`config.mk`:
```
export PLATFORM = sky130hd
export DESIGN_NAME = clkmask_loader
export DESIGN_NICKNAME = d
export VERILOG_FILES = /design/src/rtl/clkmask_pkg.sv /design/src/rtl/clkmask_seq.sv /design/src/rtl/clkmask_shreg.sv /design/src/rtl/clkmask_decode.sv /design/src/rtl/clkmask_loader.sv
export SDC_FILE = /design/constraint.sdc
export NUM_CORES = 1
export LEC_CHECK = 0
export ABC_CLOCK_PERIOD_IN_PS = 2200
export CORE_MARGIN = 3
export CORE_UTILIZATION = 30
export DETAILED_ROUTE_END_ITERATION = 7
export DONT_BUFFER_PORTS = 1
export PLACE_DENSITY_LB_ADDON = 0.05
export SLEW_MARGIN = 20
export SYNTH_ARGS = -nofsm -noshare
export SYNTH_HDL_FRONTEND = slang
export SYNTH_SLANG_ARGS = --single-unit
```
`constraint.sdc`:
```
create_clock -name clk -period 2.2 [get_ports clk]
set_input_delay 0.22 -clock clk [delete_from_list [all_inputs] [get_ports clk]]
set_output_delay 0.22 -clock clk [all_outputs]
set_load 0.01 [all_outputs]
```
`src/rtl/clkmask_pkg.sv`:
```
package clkmask_pkg;
   typedef enum logic [1:0] {
      LD_WAIT = 2'd0,
      LD_RUN  = 2'd1,
      LD_DONE = 2'd2
   } ld_state_e;
endpackage

```
`src/rtl/clkmask_seq.sv`:
```
module clkmask_seq
   import clkmask_pkg::*;
#(
   parameter int TOTAL  = 23,
   parameter int SETUP  = 1,
   parameter int MASK_W = 16
) (
   input  logic      clk,
   input  logic      rst_n,
   input  logic      sec_rst_in_n,
   output ld_state_e state_o,
   output logic      sample_en_o,
   output logic      cap_done_o,
   output logic      ctrl_o,
   output logic      sck_o
);
   localparam int CNT_W = $clog2(TOTAL);
   localparam logic [CNT_W-1:0] LOAD_C  = CNT_W'(SETUP);
   localparam logic [CNT_W-1:0] FIRST_C = CNT_W'(SETUP + 1);
   localparam logic [CNT_W-1:0] LAST_SH = CNT_W'(SETUP + MASK_W);
   localparam logic [CNT_W-1:0] END_C   = CNT_W'(TOTAL - 1);

   if (TOTAL < SETUP + MASK_W + 2) begin : g_bad_total
      $error("clkmask_seq: TOTAL too small for SETUP and MASK_W");
   end

   ld_state_e        state_q;
   logic [CNT_W-1:0] cnt_q;
   logic             sck_want;
   logic             gate_q;

   always_ff @(posedge clk or negedge rst_n) begin
      if (!rst_n) begin
         state_q <= LD_WAIT;
         cnt_q   <= '0;
      end else begin
         case (state_q)
            LD_WAIT: if (!sec_rst_in_n) begin
               state_q <= LD_RUN;
               cnt_q   <= '0;
            end
            LD_RUN: begin
               if (cnt_q == END_C) state_q <= LD_DONE;
               else                cnt_q   <= cnt_q + 1'b1;
            end
            default: state_q <= LD_DONE;
         endcase
      end
   end

   always_comb begin
      sck_want    = (state_q == LD_RUN) && (cnt_q >= LOAD_C) && (cnt_q <= LAST_SH);
      sample_en_o = (state_q == LD_RUN) && (cnt_q >= FIRST_C) && (cnt_q <= LAST_SH);
      cap_done_o  = (state_q == LD_RUN) && (cnt_q == END_C);
      ctrl_o      = (state_q == LD_RUN) && (cnt_q > LOAD_C);
   end

   // gate enable changes only while clk is low, so the forwarded clock has no glitch
   always_ff @(negedge clk or negedge rst_n) begin
      if (!rst_n) gate_q <= 1'b0;
      else        gate_q <= sck_want;
   end

   assign sck_o   = clk & gate_q;
   assign state_o = state_q;

   // no start while the secondary reset request is released
   a_r2_wait: assert property (@(posedge clk) disable iff (!rst_n)
      (state_q == LD_WAIT && sec_rst_in_n) |=> (state_q == LD_WAIT));
   // completion is sticky until the next primary reset
   a_r6_sticky: assert property (@(posedge clk) disable iff (!rst_n)
      (state_q == LD_DONE) |=> (state_q == LD_DONE));
   // done is entered only after the last capture cycle
   a_r6_length: assert property (@(posedge clk) disable iff (!rst_n)
      $rose(state_q == LD_DONE) |-> ($past(cnt_q) == END_C));
   // after the load edge the control switches to shift
   a_r3_load_then_shift: assert property (@(posedge clk) disable iff (!rst_n)
      (sck_want && !ctrl_o) |=> ctrl_o);
endmodule

```
`src/rtl/clkmask_shreg.sv`:
```
module clkmask_shreg #(
   parameter int MASK_W = 16
) (
   input  logic              clk,
   input  logic              rst_n,
   input  logic              sample_en_i,
   input  logic              cap_done_i,
   input  logic              ser_i,
   output logic [MASK_W-1:0] mask_o
);
   logic [MASK_W-1:0] sh_q;
   logic [MASK_W-1:0] mask_q;

   always_ff @(posedge clk or negedge rst_n) begin
      if (!rst_n) begin
         sh_q   <= '0;
         mask_q <= '0;
      end else begin
         if (sample_en_i) sh_q   <= {sh_q[MASK_W-2:0], ser_i};
         if (cap_done_i)  mask_q <= sh_q;
      end
   end

   assign mask_o = mask_q;

   // the held mask moves only at completion
   a_r9_mask_hold: assert property (@(posedge clk) disable iff (!rst_n)
      !cap_done_i |=> $stable(mask_q));
   // sampling and completion never overlap
   a_r5_no_overlap: assert property (@(posedge clk) disable iff (!rst_n)
      !(sample_en_i && cap_done_i));
endmodule

```
`src/rtl/clkmask_decode.sv`:
```
module clkmask_decode #(
   parameter int MASK_W  = 16,
   parameter int N_SLOTS = 4,
   parameter int N_DEV   = 6
) (
   input  logic [MASK_W-1:0]        mask_i,
   output logic [N_SLOTS+N_DEV-1:0] clk_en_o
);
   localparam int DEV_BASE = 2 * N_SLOTS;
   localparam int USED     = DEV_BASE + N_DEV;

   if (USED > MASK_W) begin : g_bad_width
      $error("clkmask_decode: slots and devices exceed MASK_W");
   end

   for (genvar s = 0; s < N_SLOTS; s++) begin : g_slot
      // a slot runs when at least one presence bit is low
      assign clk_en_o[s] = ~(mask_i[2*s] & mask_i[2*s+1]);
   end

   for (genvar d = 0; d < N_DEV; d++) begin : g_dev
      assign clk_en_o[N_SLOTS+d] = ~mask_i[DEV_BASE+d];
   end

   // all used bits high turn every clock off
   always_comb begin
      a_r11_all_off: assert (!(&mask_i[USED-1:0]) || (clk_en_o == '0));
   end
endmodule

```
`src/rtl/clkmask_loader.sv`:
```
module clkmask_loader
   import clkmask_pkg::*;
#(
   parameter int TOTAL    = 23,
   parameter int SETUP    = 1,
   parameter int MASK_W   = 16,
   parameter int N_SLOTS  = 4,
   parameter int N_DEV    = 6,
   parameter int GPIO_W   = 4,
   parameter int SCK_PIN  = 0,
   parameter int CTRL_PIN = 2,
   localparam int NCLK    = N_SLOTS + N_DEV
) (
   input  logic              clk,
   input  logic              prim_rst_n,
   input  logic              sec_rst_in_n,
   input  logic              mask_in,
   input  logic [GPIO_W-1:0] gp_out,
   input  logic [GPIO_W-1:0] gp_oe,
   output logic [GPIO_W-1:0] gpio_out,
   output logic [GPIO_W-1:0] gpio_oe,
   output logic              sec_rst_out_n,
   output logic              done,
   output logic [NCLK-1:0]   clk_en
);
   if (SCK_PIN == CTRL_PIN || SCK_PIN >= GPIO_W || CTRL_PIN >= GPIO_W) begin : g_bad_pins
      $error("clkmask_loader: illegal pin selection");
   end

   ld_state_e         state;
   logic              sample_en;
   logic              cap_done;
   logic              ctrl;
   logic              sck;
   logic [MASK_W-1:0] mask;
   logic [GPIO_W-1:0] own_out;
   logic [GPIO_W-1:0] own_oe;

   clkmask_seq #(.TOTAL(TOTAL), .SETUP(SETUP), .MASK_W(MASK_W)) u_seq (
      .clk          (clk),
      .rst_n        (prim_rst_n),
      .sec_rst_in_n (sec_rst_in_n),
      .state_o      (state),
      .sample_en_o  (sample_en),
      .cap_done_o   (cap_done),
      .ctrl_o       (ctrl),
      .sck_o        (sck)
   );

   clkmask_shreg #(.MASK_W(MASK_W)) u_shreg (
      .clk         (clk),
      .rst_n       (prim_rst_n),
      .sample_en_i (sample_en),
      .cap_done_i  (cap_done),
      .ser_i       (mask_in),
      .mask_o      (mask)
   );

   clkmask_decode #(.MASK_W(MASK_W), .N_SLOTS(N_SLOTS), .N_DEV(N_DEV)) u_dec (
      .mask_i   (mask),
      .clk_en_o (clk_en)
   );

   for (genvar p = 0; p < GPIO_W; p++) begin : g_pin
      if (p == SCK_PIN) begin : g_sck
         assign own_out[p] = sck;
         assign own_oe[p]  = 1'b1;
      end else if (p == CTRL_PIN) begin : g_ctrl
         assign own_out[p] = ctrl;
         assign own_oe[p]  = 1'b1;
      end else begin : g_idle
         assign own_out[p] = 1'b0;
         assign own_oe[p]  = 1'b0;
      end
   end

   assign done          = (state == LD_DONE);
   assign gpio_out      = done ? gp_out : own_out;
   assign gpio_oe       = done ? gp_oe  : own_oe;
   assign sec_rst_out_n = done & sec_rst_in_n;

   // clock enables move only on the completing edge
   a_r9_en_hold: assert property (@(posedge clk) disable iff (!prim_rst_n)
      !cap_done |=> $stable(clk_en));
   // pins belong to the register file after completion
   a_r10_handback: assert property (@(posedge clk) disable iff (!prim_rst_n)
      done |-> (gpio_oe == gp_oe && gpio_out == gp_out));
   // downstream reset held while capture is unfinished
   a_r6_rst_held: assert property (@(posedge clk) disable iff (!prim_rst_n)
      !done |-> !sec_rst_out_n);
endmodule

```
==> out/metrics.csv, run 1 <==
metric,value,unit
status,finished with violations,
failing checks,negative setup slack,
DR pass1 iterations,4,
HPWL after detailed placement,2.16,mm
post-synthesis sequential area ratio,54.0,%
DP Area,1840,µm²
Die X,80.6,µm
area delta synth->final,20.5,%
synth top area cells,"dfrtp_1 52%, mux2_4 9.0%, mux2_1 8.1%, nand2_1 3.8%, o21ai_1 2.7%",
Hold Slack,0.0622,ns
first-pass GRT wire length,5.29,mm
routability cong.,0.725,
Initial Util,31.9,%
number of synthesized flops with an enable pin,0,
warnings from Yosys,0,
Cells on Worst Hold Path,2,
measured slew at the worst slew-check pin,0.582,ns
"Hold Violations, Final",0,
final setup violation count,2,
WL/cell,13.7,µm
CP Launch Type,register,
Worst Hold Class,input pin to register,
Worst Min Path Start,sec_rst_in_n,
# diodes,0,
FF+latch area,903,µm²
syn nets,157,
WS Path Type,register to output port,
CP Launch Point,u_seq.gate_q,
pin count of the biggest net entering global routing,36,
post-route design area,2010,µm²
CP Capture Type,output port,
CP Buf/Inv Count,0,
port bufs,0,
CP cell instances,nand2_1 > o21ai_2,
PnR worst setup slack,-0.121,ns
Die ar.,6490,µm²
CTS tree,built,
Core Region,5240,µm²
fin util,38.4,%
Worst-path clk slew,0.07,ns
Mapped Cells,142,
# rows,26,
data required time of the critical path,1.98,ns
Layout Nets,175,
Worst EP arrival,2.10,ns
VDD IR max,535,µV
final wirelength,3.17,mm
fin. max-slew vios,0,
# DRC,0,
post-route ant nets,0,
RSZ-0062 raised after global routing,true,
Top delay family on crit path,flip-flops,
Die H,80.6,µm
worst r2r path cells,3,
Levels on crit path,2,
Filler cells,525,
#FFs+latches synth,36,
Power Dens Cells,1540,nW/µm²
vias in the first global route,1113,
peak per-stage delay on the critical path,0.38,ns
Synth area leader,dfrtp_1,
"critical path fanouts, max",1,
Avg Synthesized Cell Area,11.8,µm²
worst clock skew,0.0241,ns
Leakage,0.000912,µW
grt ovf,0,
layout cells sized above 1,24.2,%
total track usage,11.1,%
Synth async-reset ratio,100,%
1st-iter DRT viols,52,
maxcap violations,0,
CP max-delay cell,dfrtn_1,
area of the multi-input gates,721,µm²
ys flop type,dfrtp_1,
vias per cell,4.77,
slew margin rel.,60.8,%
cell area after synthesis,1670,µm²
reg2reg start,u_seq.cnt_q[0],
library cells used by synthesis,30,
Top Ports,32,
vias after detailed routing,1103,
post-CTS setup buffer count,0,
number of antenna violations at the first check in global routing,0,
top-area cell type share of the netlist area,52.5,%
latest clock arrival within the worst-skew pair,0.40,ns
## cell families (layout without fill, tap and decap cells)
group | after synthesis | count (layout) | share of synthesized area [%]
simple gates | 39 | 39 | 11.5
flops | 36 | 36 | 54.0
compound gates | 26 | 26 | 11.1
mux | 22 | 22 | 17.1
buf+inv | 16 | 35 | 4.12
fa+ha+maj | 3 | 3 | 2.25
## synthesized netlist by cell type, types with 2 or more instances
library cell / count
clkbuf_1: 3
mux2_4: 10
dfrtp_1: 35
inv_1: 10
o21ai_0: 4
or3_1: 2
ha_1: 3
nor2_1: 3
mux2_1: 12
nand2_1: 17
a22o_1: 5
nand3_1: 3
nor3_1: 4
and2_1: 4
o21ai_1: 9
a21oi_1: 4
## layout by cell type, fill, tap and decap left out, drive strengths merged
cell and instances:
nand3b 1, and3 1, a21oi 5, a22o 5, nor2 3, and2b 1, clkbuf 11, nand3 3
and4b 1, o311ai 1, mux2 22, o21ai 13, dfrtp 35, nor3 4, dfrtn 1, and2 4
inv 11, nor4 1, o22ai 1, or2 1, buf 11, ha 3, nand2 17, dlygate4sd3 2
a21o 1, or3 2
## worst paths after layout
check | end | slack [ns]
worst min-delay path | u_seq.cnt_q[2] | 0.06
max in group asynchronous | u_seq.gate_q | 1.60
worst max-delay path | gpio_out[0] | -0.12
worst min register to register | u_shreg.mask_o[1] | 0.49
worst max register to register | u_seq.gate_q | 0.04
min in group asynchronous | u_shreg.mask_o[9] | 0.29
## area by class of cell
| cell class | count | share of cell area, % |
|---|---|---|
| clock buffer | 11 | 6.53 |
| inverter | 11 | 2.05 |
| multi-input combinational | 90 | 35.8 |
| sequential | 36 | 44.9 |
| tap | 70 | 4.35 |
| timing repair buffer | 13 | 6.34 |
## state kept, by name (all words and copies together), names as in the netlist
signal,flops
u_seq.cnt_q,5
u_seq.gate_q,1
u_seq.state_o,2
u_shreg.mask_o,14
u_shreg.sh_q,14
## per-stage QoR
| stage | setup TNS (ns) | cells | total power [µW] | setup WS (ns) |
|---|---|---|---|---|
| floorplan | -0.0829 | 142 | 2140 | -0.0829 |
| global placement | 0 | 217 | 2480 | 0.0311 |
| detailed placement | 0 | 217 | 2500 | 0.00647 |
| CTS | -0.144 | 231 | 3170 | -0.144 |
| global route | -0.219 | 231 | 3340 | -0.187 |
| finish | -0.121 | 231 | 3100 | -0.121 |
## timing repair
action | 4_1_cts | 5_1_grt
resized for setup | 2 | 0
endpoints found under the hold margin | 36 | 0
hold buffers | 3 | 0
gates cloned | 0 | 0
endpoints found under the setup margin | 2 | 3
pin swaps | 0 | 1
## routing by layer
layer	track usage, %	wire length, µm	vias to the layer above
li1	-	-	525
met1	13.9	1420	548
met2	16.1	1510	27
met3	5.27	214	3
met4	5.07	19	0
met5	0	0	-
## worst reg2reg max path: cells and delay by family, from the launching register on
kind                       cells  cell delay, ns
DFF                            1            0.42
AOI/OAI and AO/OA              2            0.32
adders and majority gates      1            0.17
## power breakdown
part,leakage (µW),switching [µW],internal (µW)
sequential,0.000454,176,966
clock,0.0000722,249,378
combinational,0.000386,620,710
Note: power is estimated with default switching activity, not from simulation.
==> run 2: changes to the inputs <==
- ABC_CLOCK_PERIOD_IN_PS: 2200 -> 2700
- CTS_CLUSTER_SIZE: not set -> 40
- clock period: 2.2 -> 2.7 ns (I/O delays scaled with it)
==> run 2 against run 1 <==
The flow now finishes without violations. Count of clock-buffer cells in the layout shrank 1. Hold slack lost 0.028 ns. Sequential cell count did not move. Combinational power decreased by 28%. Routed wire length fell by 0.44%. Via count is 4.2% lower. Largest cell class unchanged.
==> out/metrics.csv, run 2 (synthesis gave the netlist of run 1 again) <==
metric,value,unit,change
slew margin rel.,52.8,%,-8.0 points
post-route ant nets,0,,unchanged
latest clock arrival within the worst-skew pair,0.40,ns,about the same
HPWL after detailed placement,2.08,mm,-3.6%
CP Launch Type,register,,
worst clock skew,0.0230,ns,-0.00112 ns
vias per cell,4.72,,-1.2%
# DRC,0,,unchanged
Hold Slack,0.0344,ns,-0.0279 ns
Power Dens Cells,1250,nW/µm²,-19%
WL/cell,14.1,µm,+2.7%
VDD IR max,391,µV,-27%
WS Path Type,register to output port,,
Worst Hold Class,input pin to register,,
DP Area,1770,µm²,-3.5%
most frequent cells in the layout,"35 x dfrtp_1, 17 x nand2_1, 12 x mux2_1",,
Worst-path clk slew,0.06,ns,about the same
first-pass GRT wire length,5.23,mm,-1.2%
Die ar.,6490,µm²,unchanged
area delta synth->final,16.4,%,
met1 Usage GRT,14.1,%,+0.16 points
Top Ports,32,,unchanged
Layout Nets,169,,-3.4%
"most common cell after layout, fill and taps aside",dfrtp_1,,
reg2reg start,u_seq.cnt_q[0],,
Initial Util,31.9,%,unchanged
CP Capture Type,output port,,
CP cell instances,nand2_1 > o21ai_2,,
Core Region,5240,µm²,unchanged
vias in the first global route,1085,,-2.5%
DR pass1 iterations,3,,-1
data required time of the critical path,2.43,ns,+0.45 ns
Die X,80.6,µm,unchanged
grt met3 use,6.17,%,+0.90 points
total track usage,11.2,%,+0.10 points
number of antenna violations at the first check in global routing,0,,unchanged
maxcap violations,0,,unchanged
1st-iter DRT viols,35,,-33%
Filler cells,511,,-2.7%
grt ovf,0,,unchanged
CTS tree,built,,
routability cong.,0.710,,-2.1%
peak per-stage delay on the critical path,0.39,ns,about the same
GRT busiest layer,met2,,
CP max-delay cell,dfrtn_1,,
vias after detailed routing,1057,,-4.2%
"critical path fanouts, max",1,,unchanged
RSZ-0062 raised after global routing,true,,
Die H,80.6,µm,unchanged
final setup violation count,0,,-2
status,completed,,
met2 usage,15.1,%,-0.91 points
Leakage,0.000886,µW,-2.8%
post-route design area,1940,µm²,-3.4%
# rows,26,,unchanged
measured slew at the worst slew-check pin,0.700,ns,+0.118 ns
Worst EP arrival,2.35,ns,+0.25 ns
layout cells sized above 1,20.1,%,-4.1 points
fin. max-slew vios,0,,unchanged
CP Launch Point,u_seq.gate_q,,
# diodes,0,,unchanged
"Hold Violations, Final",0,,unchanged
port bufs,0,,unchanged
final wirelength,3.15,mm,-0.44%
Worst Min Path Start,mask_in,,
pin count of the biggest net entering global routing,36,,unchanged
==> run 2: path summary, 6_finish.rpt <==
kind	cells after the start	to	slack, ns
min in group asynchronous	2	u_shreg.sh_q[13]	0.35
min	1	u_shreg.sh_q[0]	0.03
max in group asynchronous	0	u_seq.gate_q	1.81
min reg2reg	1	u_shreg.mask_o[0]	0.49
max	2	gpio_out[0]	0.08
max reg2reg	3	u_seq.gate_q	0.16
==> run 2: final cells by class <==
class / instances / area [µm²] / area share (%)
timing repair buffer: 7 / 67.6 / 3.48
tap: 70 / 87.6 / 4.51
multi-input combinational: 90 / 708 / 36.4
inverter: 11 / 41.3 / 2.12
sequential: 36 / 901 / 46.4
clock buffer: 10 / 138 / 7.08
==> run 2: per-layer routing <==
metal	share of wire, %	wire length [µm]
met1	46	1450
met3	4.6	146
met2	48	1510
met4	1.3	40
met5	0	0
==> run 2: where the power goes <==
part | leakage, µW | internal, µW | switching (µW) | total (µW)
combinational | 0.000353 | 491 | 470 | 961
sequential | 0.000456 | 784 | 160 | 943
clock | 0.0000770 | 327 | 204 | 532
==> run 2: stage by stage <==
stage                     utilization [%]  setup TNS, ns  total power [µW]  setup slack [ns]  instances
after CTS                            37.0              0              2480          0.000584        224
final                                37.1              0              2440            0.0760        224
after floorplan                         -              0              1730            0.0865        142
after detailed placement             33.8              0              1930             0.137        212
after global placement               33.8              0              1900             0.193        212
after global routing                 37.1      -0.000175              2630         -0.000175        224
==> run 2: worst max-delay path, delay by kind of cell (launching register included) <==
kind | cells | cell delay (ns)
DFF | 1 | 0.39
and+or+nand+nor | 1 | 0.06
AOI/OAI and AO/OA | 1 | 0.16
==> run 2: repair_timing <==
action | 4_1_cts | 5_1_grt
gates resized for setup | 1 | 1
buffers inserted | 0 | 0
hold buffers | 2 | 0
hold endpoints to repair | 35 | 0
endpoints found under the setup margin | 2 | 2
